### src/rtl/randbyte_pkg.sv
package randbyte_pkg;
  localparam int ADDR_W = 12;
  localparam int DATA_W = 32;

  localparam logic [ADDR_W-1:0] OFS_GO      = 12'h000;
  localparam logic [ADDR_W-1:0] OFS_HALT    = 12'h004;
  localparam logic [ADDR_W-1:0] OFS_READY   = 12'h100;
  localparam logic [ADDR_W-1:0] OFS_AUTO    = 12'h200;
  localparam logic [ADDR_W-1:0] OFS_IE      = 12'h300;
  localparam logic [ADDR_W-1:0] OFS_IE_SET  = 12'h304;
  localparam logic [ADDR_W-1:0] OFS_IE_CLR  = 12'h308;
  localparam logic [ADDR_W-1:0] OFS_MODE    = 12'h504;
  localparam logic [ADDR_W-1:0] OFS_DATA    = 12'h508;

  typedef struct packed {
    logic auto_halt;
    logic slow_mode;
    logic irq_en;
  } ctrl_t;
endpackage

### src/rtl/randbyte_lfsr.sv
module randbyte_lfsr #(
  parameter int          LFSR_W = 16,
  parameter int          OUT_W  = 8,
  parameter logic [15:0] SEED   = 16'hACE1
) (
  input  logic             clk,
  input  logic             rst,
  output logic [OUT_W-1:0] rnd
);
  logic [LFSR_W-1:0] state_q;
  logic              fb;

  // taps for x^16 + x^14 + x^13 + x^11 + 1
  assign fb  = state_q[LFSR_W-1] ^ state_q[LFSR_W-3] ^ state_q[LFSR_W-4] ^ state_q[LFSR_W-6];
  assign rnd = state_q[OUT_W-1:0];

  always_ff @(posedge clk) begin
    if (rst) state_q <= LFSR_W'(SEED);
    else     state_q <= {state_q[LFSR_W-2:0], fb};
  end

  AST_LFSR_NONZERO: assert property (@(posedge clk) disable iff (rst)
    state_q != '0);
endmodule

### src/rtl/randbyte_timer.sv
module randbyte_timer #(
  parameter int PERIOD_FAST = 167,
  parameter int PERIOD_SLOW = 660
) (
  input  logic clk,
  input  logic rst,
  input  logic go,
  input  logic halt,
  input  logic slow_mode,
  input  logic auto_halt,
  output logic running,
  output logic fire
);
  localparam int CNT_W = $clog2(PERIOD_SLOW + 1);
  localparam logic [CNT_W-1:0] LOAD_FAST = CNT_W'(PERIOD_FAST - 1);
  localparam logic [CNT_W-1:0] LOAD_SLOW = CNT_W'(PERIOD_SLOW - 1);

  logic [CNT_W-1:0] cnt_q;
  logic [CNT_W-1:0] load_val;

  assign load_val = slow_mode ? LOAD_SLOW : LOAD_FAST;
  assign fire     = running && (cnt_q == '0);

  always_ff @(posedge clk) begin
    if (rst) begin
      running <= 1'b0;
      cnt_q   <= '0;
    end else if (halt) begin
      running <= 1'b0;
    end else if (go) begin
      running <= 1'b1;
      cnt_q   <= load_val;
    end else if (fire) begin
      if (auto_halt) running <= 1'b0;
      else           cnt_q   <= load_val;
    end else if (running) begin
      cnt_q <= cnt_q - 1'b1;
    end
  end

  AST_GO_ARMS: assert property (@(posedge clk) disable iff (rst)
    (go && !halt) |=> running);
  AST_HALT_STOPS: assert property (@(posedge clk) disable iff (rst)
    halt |=> !running);
  AST_SHORT_HALTS: assert property (@(posedge clk) disable iff (rst)
    (fire && auto_halt && !go && !halt) |=> !running);
  AST_CNT_BOUND: assert property (@(posedge clk) disable iff (rst)
    cnt_q <= LOAD_SLOW);
endmodule

### src/rtl/randbyte_regs.sv
module randbyte_regs
  import randbyte_pkg::*;
(
  input  logic              clk,
  input  logic              rst,
  input  logic [ADDR_W-1:0] bus_addr,
  input  logic              bus_wr,
  input  logic [DATA_W-1:0] bus_wdata,
  input  logic              bus_rd,
  output logic [DATA_W-1:0] bus_rdata,
  input  logic              hw_start,
  input  logic              hw_stop,
  input  logic              fire,
  input  logic [7:0]        rnd,
  output logic              go,
  output logic              halt,
  output ctrl_t             ctrl,
  output logic              ready_pulse,
  output logic              irq
);
  logic       evt_q, evt_n;
  logic       ie_n;
  logic [7:0] data_q;
  logic       wr_trig;

  assign wr_trig = bus_wr && (bus_wdata == DATA_W'(1));
  assign go      = (wr_trig && bus_addr == OFS_GO) || hw_start;
  assign halt    = (wr_trig && bus_addr == OFS_HALT) || hw_stop;

  always_comb begin
    evt_n = evt_q;
    if (bus_wr && bus_addr == OFS_READY && bus_wdata == '0) evt_n = 1'b0;
    if (fire) evt_n = 1'b1;
  end

  always_comb begin
    ie_n = ctrl.irq_en;
    if (bus_wr) begin
      if (bus_addr == OFS_IE) ie_n = bus_wdata[0];
      else if (bus_addr == OFS_IE_SET && bus_wdata[0]) ie_n = 1'b1;
      else if (bus_addr == OFS_IE_CLR && bus_wdata[0]) ie_n = 1'b0;
    end
  end

  always_ff @(posedge clk) begin
    if (rst) begin
      evt_q          <= 1'b0;
      ctrl           <= '0;
      data_q         <= '0;
      ready_pulse    <= 1'b0;
      irq            <= 1'b0;
    end else begin
      evt_q        <= evt_n;
      ctrl.irq_en  <= ie_n;
      ready_pulse  <= fire;
      irq          <= ie_n & evt_n;
      if (fire) data_q <= rnd;
      if (bus_wr && bus_addr == OFS_AUTO) ctrl.auto_halt <= bus_wdata[0];
      if (bus_wr && bus_addr == OFS_MODE) ctrl.slow_mode <= bus_wdata[0];
    end
  end

  always_ff @(posedge clk) begin
    if (rst) begin
      bus_rdata <= '0;
    end else if (bus_rd) begin
      case (bus_addr)
        OFS_READY:                    bus_rdata <= DATA_W'(evt_q);
        OFS_AUTO:                     bus_rdata <= DATA_W'(ctrl.auto_halt);
        OFS_IE, OFS_IE_SET, OFS_IE_CLR: bus_rdata <= DATA_W'(ctrl.irq_en);
        OFS_MODE:                     bus_rdata <= DATA_W'(ctrl.slow_mode);
        OFS_DATA:                     bus_rdata <= DATA_W'(data_q);
        default:                      bus_rdata <= '0;
      endcase
    end else begin
      bus_rdata <= '0;
    end
  end

  AST_PULSE_SINGLE: assert property (@(posedge clk) disable iff (rst)
    ready_pulse |=> !ready_pulse);
  AST_PULSE_FLAG: assert property (@(posedge clk) disable iff (rst)
    ready_pulse |-> evt_q);
  AST_IRQ_CAUSE: assert property (@(posedge clk) disable iff (rst)
    irq |-> (evt_q && ctrl.irq_en));
  AST_FLAG_HOLD: assert property (@(posedge clk) disable iff (rst)
    (!fire && !(bus_wr && bus_addr == OFS_READY)) |=> $stable(evt_q));
endmodule

### src/rtl/randbyte_gen.sv
module randbyte_gen
  import randbyte_pkg::*;
#(
  parameter int PERIOD_FAST = 167,
  parameter int PERIOD_SLOW = 660
) (
  input  logic              clk,
  input  logic              rst,
  input  logic [ADDR_W-1:0] bus_addr,
  input  logic              bus_wr,
  input  logic [DATA_W-1:0] bus_wdata,
  input  logic              bus_rd,
  output logic [DATA_W-1:0] bus_rdata,
  input  logic              hw_start,
  input  logic              hw_stop,
  output logic              ready_pulse,
  output logic              irq
);
  logic       go, halt, running, fire;
  logic [7:0] rnd;
  ctrl_t      ctrl;

  randbyte_lfsr #(.LFSR_W(16), .OUT_W(8), .SEED(16'hACE1)) u_lfsr (
    .clk(clk), .rst(rst), .rnd(rnd)
  );

  randbyte_timer #(.PERIOD_FAST(PERIOD_FAST), .PERIOD_SLOW(PERIOD_SLOW)) u_timer (
    .clk(clk), .rst(rst), .go(go), .halt(halt),
    .slow_mode(ctrl.slow_mode), .auto_halt(ctrl.auto_halt),
    .running(running), .fire(fire)
  );

  randbyte_regs u_regs (
    .clk(clk), .rst(rst), .bus_addr(bus_addr), .bus_wr(bus_wr),
    .bus_wdata(bus_wdata), .bus_rd(bus_rd), .bus_rdata(bus_rdata),
    .hw_start(hw_start), .hw_stop(hw_stop), .fire(fire), .rnd(rnd),
    .go(go), .halt(halt), .ctrl(ctrl), .ready_pulse(ready_pulse), .irq(irq)
  );

  AST_IDLE_QUIET: assert property (@(posedge clk) disable iff (rst)
    !running |=> !ready_pulse);
endmodule

### config.mk
export PLATFORM = sky130hd
export DESIGN_NAME = randbyte_gen
export DESIGN_NICKNAME = d
export VERILOG_FILES = /design/src/rtl/randbyte_pkg.sv /design/src/rtl/randbyte_lfsr.sv /design/src/rtl/randbyte_timer.sv /design/src/rtl/randbyte_regs.sv /design/src/rtl/randbyte_gen.sv
export SDC_FILE = /design/constraint.sdc
export NUM_CORES = 1
export LEC_CHECK = 0
export BUFFER_PORTS_ARGS = -buffer_cell sky130_fd_sc_hd__buf_2
export CAP_MARGIN = 15
export CORE_MARGIN = 4
export CORE_UTILIZATION = 45
export DETAILED_ROUTE_END_ITERATION = 8
export GPL_TIMING_DRIVEN = 1
export PLACE_DENSITY = 0.76
export SYNTH_ARGS = -nofsm -noshare
export SYNTH_HDL_FRONTEND = slang
export SYNTH_HIERARCHICAL = 1
export SYNTH_SLANG_ARGS = --single-unit
### constraint.sdc
create_clock -name clk -period 2.1 [get_ports clk]
set_input_delay 0.21 -clock clk [delete_from_list [all_inputs] [get_ports clk]]
set_output_delay 0.21 -clock clk [all_outputs]
set_load 0.02 [all_outputs]
## Word level (Yosys, flattened, before mapping)

Index checks and enable logic that the tools add are counted.

- Add/sub/neg operators: 1
- Equal/unequal tests: 10
- Multiplexer cells: 15
- Bitwise operators: 6
- Reduce and logical (&&, ||, !) cells: 23

Operators with widths:

| kind | count |
|---|---|
| two-way mux 10 bit | 5 |
| == test 12 x 10 -> 1 bit, second input constant | 4 |
| one-hot mux 8 bit (5 select lines) | 1 |
| == test 32 x 1 -> 1 bit, second input constant | 1 |
| zero test 32 bit | 1 |
| == test 12 x 11 -> 1 bit, second input constant | 2 |
| == test 12 x 3 -> 1 bit, second input constant | 1 |
| == test 12 x 9 -> 1 bit, second input constant | 1 |
| zero test 12 bit | 1 |
| logical AND 1 bit | 10 |
| zero test 10 bit | 1 |
| subtractor 10 x 1 -> 10 bit, second input constant | 1 |
| two-way mux 1 bit | 9 |
| nonzero test 2 bit | 2 |
| OR reduction 2 bit | 2 |
| inequality test 3 bit, second input constant | 1 |
| AND reduction 3 bit | 1 |
| nonzero test 3 bit | 1 |
| OR reduction 3 bit | 1 |
| bitwise XOR 1 bit | 3 |
| logical OR 1 bit | 2 |
| NOT 1 bit | 2 |
| AND reduction 2 bit | 1 |
| bitwise AND 1 bit | 1 |

- Register bits after elaboration: 73
- Input port bits: 50
- Output and inout port bits: 34
- Word-level logic and storage cells: 66

## Logic depth before layout (Yosys ltp)

- Word-level depth: 7
- Mapped depth: 10
- Mapped depth without buffers: 9

## Cells and area by module

Netlist, hierarchy kept.

Modules (own cells, without submodules):

| module | instances | cells each | area an instance (µm²) | seq. area each (µm²) |
|---|---|---|---|---|
| randbyte_regs | 1 | 130 | 1202.4 | 440.4 |
| randbyte_timer | 1 | 85 | 700.7 | 220.2 |
| randbyte_lfsr | 1 | 44 | 514.2 | 320.3 |

## Worst setup path before layout

No wires, ideal clock.

- Path kind: register to register
- Start point: register u_timer.cnt_q[0]
- End point: register u_regs.irq
- Library setup time: 79 ps
- Data arrival time: 2183 ps
- Required time: 2021 ps
- Slack: -162 ps
- Stages on the path, launching flop included: 9
- Buffers on the path: 1
- Clock period less this slack: 2262 ps
- Cells stage by stage: dfxtp_1 inv_1 ha_1 nor3b_2 nand3_1 nor4b_1 clkbuf_1 o21bai_1 a211oi_2

- Longest elaborated chain between the ends: 4

RTL lines:

| what | line | text |
|---|---|---|
| from (decl) | randbyte_timer.sv:18 | `logic [CNT_W-1:0] cnt_q;` |
| from (signal assigned) | randbyte_timer.sv:32 | `cnt_q <= load_val;` |
| from (signal assigned) | randbyte_timer.sv:35 | `else cnt_q <= load_val;` |
| from (signal assigned) | randbyte_timer.sv:37 | `cnt_q <= cnt_q - 1'b1;` |
| zero test 10 bit | randbyte_timer.sv:22 | `assign fire = running && (cnt_q == '0);` |
| logical AND 1 bit | randbyte_timer.sv:22 |  |
| named net fire | randbyte_gen.sv:19 | `logic go, halt, running, fire;` |
| two-way mux 1 bit | randbyte_regs.sv:33 | `if (fire) evt_n = 1'b1;` |
| bitwise AND 1 bit | randbyte_regs.sv:56 | `irq <= ie_n & evt_n;` |
| to (signal assigned) | randbyte_regs.sv:56 |  |
| to (decl) | randbyte_regs.sv:19 | `output logic irq` |

The timed path passes the listed nets, and every way through them passes these cells.
A chain may end at the register's enable or synchronous reset.

## Final worst setup path

- Start point: register u_timer.cnt_q[2]
- End point: register u_timer.cnt_q[9]

- Longest elaborated chain between the ends: 4
- Elaborated cells between the ends (all ways): 9
- Those cells by class: add/sub: 1; eq/ne: 1; mux: 3; reduce/logical: 4

RTL lines:

| what | line | text |
|---|---|---|
| subtractor 10 x 1 -> 10 bit or zero test 10 bit (tied branches) | randbyte_timer.sv:37, randbyte_timer.sv:22 |  |
| two-way mux 10 bit or logical AND 1 bit (tied branches) | randbyte_timer.sv:36, randbyte_timer.sv:22 |  |
| two-way mux 10 bit (tied with other cells) | randbyte_timer.sv:33 | `end else if (fire) begin` |
| two-way mux 10 bit or AND reduction 3 bit (tied branches) | -- |  |

Several ways; a longest one is shown, not always the timed one. The select of a mux whose other input is x is not followed.

==> flow_summary.ini <==
[outcome]
status = finished clean

[layout]
layout.nets = 377
postLayoutCellArea_um2 = 2870
layout_common_cells = buf_2 (59), dfxtp_1 (49), conb_1 (24)
final_common_cell = buf_2
antenna_cells = 0
drive_gt1_frac = 0.298
area_delta_synth_final_pct = 18.5

[synth]
netlist_top_cells_area = dfxtp_1 (41%), buf_4 (10%), mux2i_1 (5.0%), nor2b_1 (3.9%), nor2_1 (3.0%)
synthesis.area_um2 = 2420
seq_area_frac_synth = 0.406
synth_seq_cells = 49
synth_top_area_frac = 0.406
avgSynthCellArea_um2 = 9.33
netlist-cell-type-count = 54
synth_xor_area_frac = 0.0109
synth_top_family_by_area = simple AND/OR/NAND/NOR gates
async_flop_share = 0
synth_cells = 259
muxShareOfSynthArea = 0.0497
yosysTopAreaCell = dfxtp_1
synth_edf_count = 0
synth_compound_area_frac = 0.126
synth-adder-area-share = 0.00518
ys_warn_count = 6
synthFlopType = dfxtp_1
synthSimpleGateAreaFrac = 0.275

[floorplanning]
die-area_um2 = 6610
io_pins = 84
core-area_um2 = 5170
initial_core_util = 0.467
rows = 26
dieHeight_um = 81.3
die_w_um = 81.3

[power]
p_leak_nw = 1.24
vdd_drop_max_mv = 0.437
total_power_mw = 2.00
power_density_nw_per_um2 = 699

[setup_path]
crit_path_max_fanout = 6
r2r-start = u_timer/cnt_q[2]
crit_start = u_timer/cnt_q[2]
worstPathRequired_ps = 2270
path_class = flop to flop
crit_path_start_kind = flop
crit_arrival_ps = 2110
worst_setup_path_end_kind = flop

[clocking]
holdBufCountCts = 0
clockRootBuffer = clkbuf_8
cts_sinks = 49
cts_max_level = 2
clk_latency_ps = 300
path_clk_slew_ps = 90
clk_path_buf_depth = 2
cts_tree = done
cts_made_buffers = 5

[place]
routabilityCongestion = 0.880
postPlaceCellArea_um2 = 2750
io_buffers = 59
place_hpwl_um = 4080
dpl_worst_slack_ps = 6.05

[global_routing]
grtUsageTotal = 0.159
grt-ovfl-total = 0
grt_max_degree = 29
grt_pass1_wl_um = 8220
grt_pass1_vias = 1948
antenna_found_initial = 0

[run]
maxCapViolCount = 0

[timing]
setup_viol = 0
finalClockSkew_ps = 7.51
fmax_mhz = 516
finalCritPeriodShare = 0.924
worst_slew_pin_slew_ps = 579
hold_viol = 0
slew_headroom = 0.614
fin_ws_ps = 160
rsz0062_at_grt = false
finalCriticalPeriod_ps = 1940
final_max_slew_viol_count = 0

[detailed_routing]
viasPerCell = 5.09
drt_iter0_drc = 100
wl_per_cell_um = 13.4
ant_nets = 0
drc = 0
routed_wl_um = 5300
first_pass_iters = 4
dr_total_vias = 2017

[hold_path]
worstHoldPathType = primary input to flop
hold_start = bus_wdata[0]
[worst paths after layout]
path,slack [ps],endpoint,cells after the start
worst max register to register,160,u_timer/cnt_q[9],4
worst min register to register,410,u_lfsr/state_q[15],1
worst max-delay path,160,u_timer/cnt_q[9],4
worst min-delay path,220,u_regs/ctrl[2],3
[timing repair]
item                                    in CTS  in global routing
resized for setup                            0                  2
hold endpoints to repair                     0                  0
endpoints found under the setup margin       0                  8
buffers inserted                             0                  0
[final cells by class]
cell class / instances / area [um2]
clock buffers: 5 / 68.8
clock inverters: 2 / 38.8
fillers: 477 / 2310
inverters: 12 / 45.0
multi-input cells: 185 / 1240
flip-flops and latches: 49 / 981
well taps: 70 / 87.6
repair buffers: 73 / 400
[state kept, by name, summed over array words and instances, names as in the netlist]
| name | count |
|---|---|
| u_regs/irq | 1 |
| u_regs/ctrl | 3 |
| u_regs/evt_q | 1 |
| u_regs/ready_pulse | 1 |
| u_regs/data_q | 8 |
| u_timer/running | 1 |
| u_timer/cnt_q | 10 |
| u_regs/bus_rdata | 8 |
| u_lfsr/state_q | 16 |
[worst max-delay path, stage by stage (launching register included)]
cell and delay, ps:
dfxtp_1 380, or4_4 570, or3_4 350, o311ai_0 360
o211ai_1 150
[cells by family after synthesis]
| family | count (synthesis) |
|---|---|
| other | 1 |
| AO/OA/AOI/OAI | 41 |
| multiplexers | 12 |
| buffers and inverters | 48 |
| flip-flops | 49 |
| adder cells (fa/ha/maj) | 1 |
| AND/OR/NAND/NOR | 104 |
| XOR/XNOR | 3 |
[through the flow]
stage               std cells  setup TNS (ps)  hold slack [ps]  utilization
floorplan                 282           -9.69              279            -
finish                    396               0              216        0.554
global placement          389               0              385        0.531
global route              396               0              228        0.554
detailed placement        389               0              396        0.531
CTS                       396               0              204        0.552
[per-layer routing]
layer | part of all wire | vias up | global-route usage
li1 | - | 995 | -
met1 | 0.40 | 923 | 0.175
met3 | 0.094 | 9 | 0.0355
met2 | 0.49 | 90 | 0.293
met4 | 0.014 | 0 | 0.0642
met5 | 0 | - | 0
[report_power, final]
part / total [mW] / internal [mW] / switching (mW) / leakage (nW)
Clock: 0.664 / 0.353 / 0.311 / 0.0546
Combinational: 0.340 / 0.152 / 0.188 / 0.783
Sequential: 0.999 / 0.969 / 0.0295 / 0.401
[cell usage after synthesis (2+ instances only)]
library cell  number
dfxtp_1           49
buf_4             33
nor2_1            19
nor2b_1           15
inv_1             12
mux2i_1           12
nor4_1            11
nand2_1            9
and2_1             8
a21oi_1            7
or2_1              7
o21ai_0            5
or3_1              5
nand3_1            4
nand4_1            4
a211o_1            3
a31oi_1            3
a41o_1             3
nand2b_1           3
nor3_1             3
clkbuf_1           2
nand4_2            2
nor4_4             2
nor4b_1            2
o211ai_1           2
o21ai_1            2
o21bai_1           2
o31ai_1            2
or3_4              2
xor2_1             2
No activity file was read; power rests on OpenSTA's default activity.
